### config.mk
export PLATFORM = sky130hd
export DESIGN_NAME = pipe_adc_align
export DESIGN_NICKNAME = d
export VERILOG_FILES = /design/src/rtl/pa_pkg.sv /design/src/rtl/pa_skew.sv /design/src/rtl/pa_merge.sv /design/src/rtl/pipe_adc_align.sv
export SDC_FILE = /design/constraint.sdc
export NUM_CORES = 1
export LEC_CHECK = 0
export CAP_MARGIN = 20
export CORE_UTILIZATION = 46
export CTS_CLUSTER_SIZE = 24
export DETAILED_ROUTE_END_ITERATION = 10
export PLACE_DENSITY_LB_ADDON = 0.08
export RECOVER_POWER = 100
export SETUP_SLACK_MARGIN = 0.05
export SYNTH_ARGS = -nofsm -noshare
export SYNTH_HDL_FRONTEND = slang
export SYNTH_SLANG_ARGS = --single-unit
export TNS_END_PERCENT = 5
### constraint.sdc
create_clock -name clk -period 2.36 [get_ports clk]
set_input_delay 0.236 -clock clk [delete_from_list [all_inputs] [get_ports clk]]
set_output_delay 0.236 -clock clk [all_outputs]
set_load 0.005 [all_outputs]
### src/rtl/pa_pkg.sv
package pa_pkg;
    localparam int NSTG_D  = 4;   // front stages
    localparam int SBITS_D = 3;   // raw bits per front stage
    localparam int FBITS_D = 4;   // flash bits
    localparam int OBITS_D = 12;  // output word width
endpackage

### src/rtl/pa_skew.sv
module pa_skew #(
    parameter int W     = 3,
    parameter int DEPTH = 1
) (
    input  logic         clk,
    input  logic         rst_n,
    input  logic [W-1:0] din,
    output logic [W-1:0] dout
);
    localparam int CW = $clog2(DEPTH + 1) + 1;

    logic [W-1:0] pipe [DEPTH];

    always_ff @(posedge clk or negedge rst_n) begin
        if (!rst_n) begin
            for (int i = 0; i < DEPTH; i++) pipe[i] <= '0;
        end else begin
            pipe[0] <= din;
            for (int i = 1; i < DEPTH; i++) pipe[i] <= pipe[i-1];
        end
    end

    assign dout = pipe[DEPTH-1];

    // cycles since reset, saturating, for the assertion window
    logic [CW-1:0] since_rst;
    always_ff @(posedge clk or negedge rst_n) begin
        if (!rst_n)                         since_rst <= '0;
        else if (since_rst < CW'(DEPTH))    since_rst <= since_rst + 1'b1;
    end

    a_r2_skew_delay: assert property (@(posedge clk) disable iff (!rst_n)
        (since_rst >= CW'(DEPTH)) |-> (dout == $past(din, DEPTH)));
endmodule

### src/rtl/pa_merge.sv
module pa_merge #(
    parameter int NSTG  = 4,
    parameter int SBITS = 3,
    parameter int FBITS = 4,
    parameter int OBITS = 12
) (
    input  logic                  clk,
    input  logic                  rst_n,
    input  logic [NSTG*SBITS-1:0] codes,
    input  logic [FBITS-1:0]      fcode,
    output logic [OBITS-1:0]      word
);
    localparam int EB = SBITS - 1;  // effective bits per stage

    function automatic int stage_shift(input int k);
        return (FBITS - 1) + EB * (NSTG - 1 - k);
    endfunction

    function automatic int calc_offset();
        int s;
        s = 0;
        for (int k = 0; k < NSTG; k++) s += (1 << stage_shift(k));
        return s;
    endfunction

    localparam int OFFSET = calc_offset();
    localparam int MAXV   = (1 << OBITS) - 1;

    int   acc;
    logic under, over;
    logic [OBITS-1:0] word_d;

    always_comb begin
        acc = int'(fcode);
        for (int k = 0; k < NSTG; k++)
            acc = acc + (int'(codes[k*SBITS +: SBITS]) << stage_shift(k));
        acc   = acc - OFFSET;
        under = (acc < 0);
        over  = (acc > MAXV);
        if (under)     word_d = '0;
        else if (over) word_d = '1;
        else           word_d = acc[OBITS-1:0];
    end

    always_ff @(posedge clk or negedge rst_n) begin
        if (!rst_n) word <= '0;
        else        word <= word_d;
    end

    a_r5_underflow_zero: assert property (@(posedge clk) disable iff (!rst_n)
        under |=> (word == '0));
    a_r6_overflow_sat: assert property (@(posedge clk) disable iff (!rst_n)
        over |=> (word == '1));
endmodule

### src/rtl/pipe_adc_align.sv
module pipe_adc_align
    import pa_pkg::*;
#(
    parameter int NSTG  = NSTG_D,
    parameter int SBITS = SBITS_D,
    parameter int FBITS = FBITS_D,
    parameter int OBITS = OBITS_D
) (
    input  logic                  clk,
    input  logic                  rst_n,
    input  logic                  in_valid,
    input  logic [NSTG*SBITS-1:0] stg_code,
    input  logic [FBITS-1:0]      flash_code,
    output logic [OBITS-1:0]      out_word,
    output logic                  out_valid
);
    localparam int LAT = NSTG + 1;
    localparam int CW  = $clog2(LAT + 1) + 1;

    logic [NSTG*SBITS-1:0] aligned;
    logic                  vld_aligned;

    for (genvar k = 0; k < NSTG; k++) begin : g_stage
        pa_skew #(.W(SBITS), .DEPTH(NSTG - k)) u_skew (
            .clk  (clk),
            .rst_n(rst_n),
            .din  (stg_code[k*SBITS +: SBITS]),
            .dout (aligned[k*SBITS +: SBITS])
        );
    end

    pa_skew #(.W(1), .DEPTH(NSTG)) u_vskew (
        .clk  (clk),
        .rst_n(rst_n),
        .din  (in_valid),
        .dout (vld_aligned)
    );

    pa_merge #(.NSTG(NSTG), .SBITS(SBITS), .FBITS(FBITS), .OBITS(OBITS)) u_merge (
        .clk  (clk),
        .rst_n(rst_n),
        .codes(aligned),
        .fcode(flash_code),
        .word (out_word)
    );

    always_ff @(posedge clk or negedge rst_n) begin
        if (!rst_n) out_valid <= 1'b0;
        else        out_valid <= vld_aligned;
    end

    logic [CW-1:0] since_rst;
    always_ff @(posedge clk or negedge rst_n) begin
        if (!rst_n)                    since_rst <= '0;
        else if (since_rst < CW'(LAT)) since_rst <= since_rst + 1'b1;
    end

    a_r8_quiet_after_reset: assert property (@(posedge clk) disable iff (!rst_n)
        (since_rst < CW'(LAT)) |-> !out_valid);
    a_r8_valid_latency: assert property (@(posedge clk) disable iff (!rst_n)
        (since_rst >= CW'(LAT)) |-> (out_valid == $past(in_valid, LAT)));
    a_r1_reset_clear: assert property (@(posedge clk)
        !rst_n |-> (!out_valid && out_word == '0));
endmodule

==> flow_summary.toml, run 1 <==
[yosys]
ys_top_cells_by_count = "dfrtp_1 (47), ha_1 (15), a21oi_1 (11)"
synth.distinct_cells = 25
synthFlopType = "dfrtp_1"
syn_inst = 118
yosys_register_bits = 47
avgSynthCellArea_um2 = 14.7
synth.most_common_cell = "dfrtp_1"
synth.top_cell.area_share_pct = 67.6
async_flop_share_pct = 100
ys_seq_area_share_pct = 67.6
synth.cell_area_um2 = 1740
synth-edff-count = 0
synth_nets = 153
yosysWarningCount = 0
yosys.area.top_type = "dfrtp_1"
synth_area_leaders = "dfrtp_1 (68%), ha_1 (11%), a21oi_1 (3.2%), o21a_1 (3.0%), inv_1 (1.7%)"

[floorplan]
initial_utilization_pct = 50.2
core_area_um2 = 3470
die-area_um2 = 4030
ios = 32
die_y_um = 63.5
die_w_um = 63.5
placementRows = 21

[pwr]
power.density_nw_per_um2 = 702
p_int_w = 0.00128
pwr-share-clk_pct = 28.6
seq_power_share_pct = 52.9
switching_share_pct = 23.5
power_switching_w = 0.000393
ir_drop_uv = 408
pwr-share-comb_pct = 18.5
finalPower_w = 0.00167
p_leak_nw = 1.03

[clock_tree]
cts_tree = "done"
ctsHtreeMaxLevel = 2
insertion_delay_ps = 290
clkSinkCount = 47
cts.path.max_buffers = 2
clkTransAtPathRegs_ps = 80
cts-root-buf = "clkbuf_8"
holdBufCountCts = 0
cts_inserted_buffers = 5

[routing]
ant_nets = 0
via_count = 1012
wire_per_inst_um = 11.7
vias_per_cell = 4.80
dr.pass1.iters = 4
drtIter0Drc = 30
wl_um = 2470
drc = 0

[worst_setup_path]
cpMaxStageDelayCell = "dfrtp_1"
critical_path.top_delay_family = "adder cells"
max_stage_delay_ps = 380
crit_chain = "inv_2 > ha_4 > inv_2 > ha_4 > fa_2 > a211oi_2 > or3_4 > a21oi_4 > nor2_2 > ha_1 > and2b_2 > nor2b_4 > a211oi_2"
worstSetupPathType = "flop to flop"
critPathRequiredTime_ps = 2570
cp_max_fo = 4
endpoint_kind = "flop"
crit_arrival_ps = 2830
start_kind = "flop"
crit_buf_inv = 2

[global_route]
first_global_vias = 1043
grt_pass1_wl_um = 4470
overflow = 0
track_usage_pct = 14.8
grt_antenna_before_repair = 0
grt_start_max_net_pins = 48

[run_status]
failed_checks = "setup timing"
status = "finished with violations"

[hold_path]
holdCritPathClass = "input pin to asynchronous set/reset pin"

[sta]
min_period_ps = 2630
fmax_ghz = 0.380
whs_ps = 120
skew_ps = 1.31
setup_violations = 12
fin_ws_ps = -268
slew_violations = 0
hold_viol_final = 0
rsz0062_at_grt = "yes"
fin_crit_sh_pct = 111
relSlewSlack_pct = 29.6
worstMarginPinSlew_ps = 1060
finalSetupTns_ps = -2060

[final_layout]
final_core_util_pct = 68.7
drive_above_1_share_pct = 22.4
syn2layout_area_growth_pct = 36.9
antenna_cells = 0
n_fill_cell = 254
final_nets = 199

[placed_design]
hpwl_um = 1890
pre_cts_slack_ps = -618
io_buffers = 31
place_congestion = 0.828

[flow_run]
cap_violations = 0
[flip-flops by register name (all words and copies together) (netlist names)]
name	count
g_stage.u_skew.pipe	18
u_vskew.pipe	3
u_merge.word	12
out_valid	1
g_stage.u_skew.dout	12
u_vskew.dout	1
[stage by stage]
| stage | cell area, µm² | std cells |
|---|---|---|
| 2_1_floorplan | 1800 | 118 |
| 3_3_place_gp | 2220 | 202 |
| 3_5_place_dp | 2220 | 202 |
| 4_1_cts | 2320 | 210 |
| 5_1_grt | 2380 | 211 |
| 6_report | 2380 | 211 |
[worst reg2reg max path, stage by stage (launching register included)]
cell and delay, ps:
dfrtp_1 380, inv_2 60, ha_4 120, inv_2 30, ha_4 150, fa_2 340
a211oi_2 270, or3_4 190, a21oi_4 60, nor2_2 120, ha_1 230, and2b_2 230
nor2b_4 130, a211oi_2 230
[layer usage]
metal  share of wire, %  global-route usage (%)
met5                  0                       0
met2                 50                    23.7
met4                2.1                    6.82
met1                 42                    17.8
met3                6.1                    5.25
[kinds of logic after synthesis]
kind of cell | Yosys count | synth area share (%)
xor gates and xnor gates | 5 | 2.52
adders and majority gates | 16 | 11.9
buffers and inverters | 9 | 1.94
and+or+nand+nor | 10 | 3.45
DFF | 47 | 67.6
AOI/OAI and AO/OA | 31 | 12.6
[final cells by class]
| type | instances | area [µm²] | share of cell area, % |
|---|---|---|---|
| Sequential cell | 47 | 1180 | 49.4 |
| Multi-Input combinational cell | 62 | 648 | 27.2 |
| Clock inverter | 1 | 8.76 | 0.368 |
| Clock buffer | 7 | 86.3 | 3.62 |
| Inverter | 8 | 30.0 | 1.26 |
| Tap cell | 46 | 57.6 | 2.42 |
| Timing Repair Buffer | 40 | 375 | 15.8 |
[path summary, 6_finish.rpt]
check	slack, ps	end	cells past startpoint	from
worst max register to register	-270	u_merge.word[11]	13	g_stage[3].u_skew.dout[0]
worst max-delay path	-270	u_merge.word[11]	13	g_stage[3].u_skew.dout[0]
max in group asynchronous	1600	g_stage[2].u_skew.dout[1]	1	rst_n
worst min register to register	350	g_stage[1].u_skew.dout[1]	0	g_stage[1].u_skew.pipe[4]
worst min-delay path	120	u_merge.word[1]	1	rst_n
min in group clk	350	u_merge.word[3]	4	flash_code[3]
[power by group through the flow]
stage               Sequential, W  Clock (W)  Combinational (W)
finish                   0.000884   0.000479           0.000310
global placement         0.000899          0           0.000306
CTS                      0.000885   0.000499           0.000319
global route             0.000891   0.000532           0.000347
detailed placement       0.000901          0           0.000314
floorplan                0.000904          0           0.000151
[layout by cell type, fill, tap and decap left out, drive strengths merged, types with 3 or more instances in the layout]
master and instances:
o21a 7, dlygate4sd3 26, ha 15, a21oi 12, nand2 3, buf 9
clkdlybuf4s50 3, a21o 3, dfrtp 47, xnor2 3, clkbuf 8, inv 8
[timing repair]
| action | 4_1_cts | 5_1_grt |
|---|---|---|
| buffers inserted | 0 | 1 |
| setup endpoints to repair | 12 | 12 |
| hold endpoints to repair | 0 | 0 |
| gates resized for setup | 3 | 10 |
| pin swaps | 3 | 8 |
No activity file was read; power rests on OpenSTA's default activity.
==> run 2: changes to the inputs <==
CORE_MARGIN = 10   (was unset)
==> flow_summary.toml, run 2 (synthesis gave the netlist of run 1 again) <==
[run_status]
status = "finished with violations"
failed_checks = "setup timing"

[routing]
drtIter0Drc = 20
wl_um = 2620
vias_per_cell = 4.75
ant_nets = 0
via_count = 1006
dr.pass1.iters = 4
wire_per_inst_um = 12.3
drc = 0

[global_route]
grt_pass1_wl_um = 4360
grt_start_max_net_pins = 48
overflow = 0
grt_antenna_before_repair = 0
track_usage_pct = 8.38
first_global_vias = 1083

[final_layout]
final_cell_mix = "dfrtp_1 (47), dlygate4sd3_1 (26), a21oi_1 (11), ha_1 (11), buf_4 (8)"
syn2layout_area_growth_pct = 34.2
antenna_cells = 0
top_register = "g_stage.u_skew.pipe"
final_core_util_pct = 63.8
n_fill_cell = 277
largest_reg_flops = 18
final_nets = 198
layout_commonest_cell = "dfrtp_1"
drive_above_1_share_pct = 18.3

[placed_design]
hpwl_um = 2040
place_congestion = 0.735
io_buffers = 31
pre_cts_slack_ps = -588

[clock_tree]
clkTransAtPathRegs_ps = 80
cts_inserted_buffers = 5
clkSinkCount = 47
insertion_delay_ps = 290
ctsHtreeMaxLevel = 2
cts-root-buf = "clkbuf_8"
post_cts.repair.setup_buffers = 0
holdBufCountCts = 0
cts_tree = "done"
cts.path.max_buffers = 2

[pwr]
power.density_nw_per_um2 = 721
p_leak_nw = 1.01
ir_drop_uv = 445

[worst_setup_path]
start_kind = "input pin"
endpoint_kind = "flop"
worstSetupPathType = "input pin to flop"
critPathRequiredTime_ps = 2570
cp_max_fo = 4
reg2reg_from = "g_stage[3].u_skew.dout[0]"
crit_arrival_ps = 2810
crit_start = "flash_code[3]"

[floorplan]
core_area_um2 = 3660
initial_utilization_pct = 47.5
die_y_um = 81.5
die-area_um2 = 6640
die_w_um = 81.5
placementRows = 22
ios = 32

[flow_run]
cap_violations = 0

[sta]
min_period_ps = 2600
rsz0062_at_grt = "yes"
hold_viol_final = 0
worstMarginPinSlew_ps = 1050
slew_violations = 0
fmax_ghz = 0.384
fin_crit_sh_pct = 110
skew_ps = 5.23
fin_ws_ps = -243
finalSetupTns_ps = -2540
relSlewSlack_pct = 30.0
setup_violations = 12

[hold_path]
holdCritPathClass = "input pin to asynchronous set/reset pin"
[run 2: cell count changes in the layout (fill, tap and decap cells not counted), moves of 2 or more]
cell	previous run	this run
ha_1	8	11
ha_4	7	4
inv_1	5	7
inv_2	3	1
[run 2: path summary, 6_finish.rpt]
kind	end	slack, ps	cells past startpoint
setup / recovery	u_merge.word[11]	-240	14
hold / removal	out_valid	120	1
setup reg to reg	u_merge.word[11]	-230	13
hold reg to reg	g_stage[0].u_skew.dout[2]	350	0
max in group asynchronous	g_stage[1].u_skew.pipe[4]	1590	1
min in group clk	g_stage[0].u_skew.dout[2]	350	0
[run 2: layout make-up]
cell class | count | area [µm²] | share of cell area, %
Clock buffer | 7 | 96.3 | 4.12
Clock inverter | 1 | 7.51 | 0.321
Inverter | 8 | 30.0 | 1.29
Multi-Input combinational cell | 62 | 601 | 25.7
Sequential cell | 47 | 1180 | 50.3
Tap cell | 48 | 60.1 | 2.57
Timing Repair Buffer | 39 | 365 | 15.6
[run 2: repair_timing]
item	CTS	global route
pin swaps	2	0
resized for setup	3	0
cloned	0	0
endpoints found under the setup margin	12	12
[run 2: routing by layer]
metal,GRT usage [%],vias up,share of wire [%]
met3,3.17,4,9.4
li1,-,491,-
met5,0,-,0
met2,14.0,30,47
met4,4.67,0,1.2
met1,9.00,481,43
[run 2: worst max-delay path, stage by stage]
cell and delay, ps:
clkdlybuf4s50_1 460, inv_1 40, ha_1 190, inv_2 60, ha_4 140, fa_2 220, a211oi_2 70, or3_4 390
a21oi_4 130, nor2_1 60, ha_1 260, and2b_2 230, and4b_1 190, a211oi_2 130
[run 2: metrics by stage]
stage	cell area [µm²]	hold slack [ps]	std cells	total power (W)
floorplan	1800	-59.6	118	0.00106
global placement	2220	332	204	0.00121
detailed placement	2220	335	204	0.00122
CTS	2340	122	212	0.00173
global route	2340	211	212	0.00178
finish	2340	120	212	0.00168
[run 2: where the power goes]
group	total, W	switching (W)	leakage (nW)	internal [W]
combinational	0.000297	0.000132	0.428	0.000165
clock	0.000504	0.000238	0.0505	0.000266
sequential	0.000882	0.0000168	0.533	0.000865
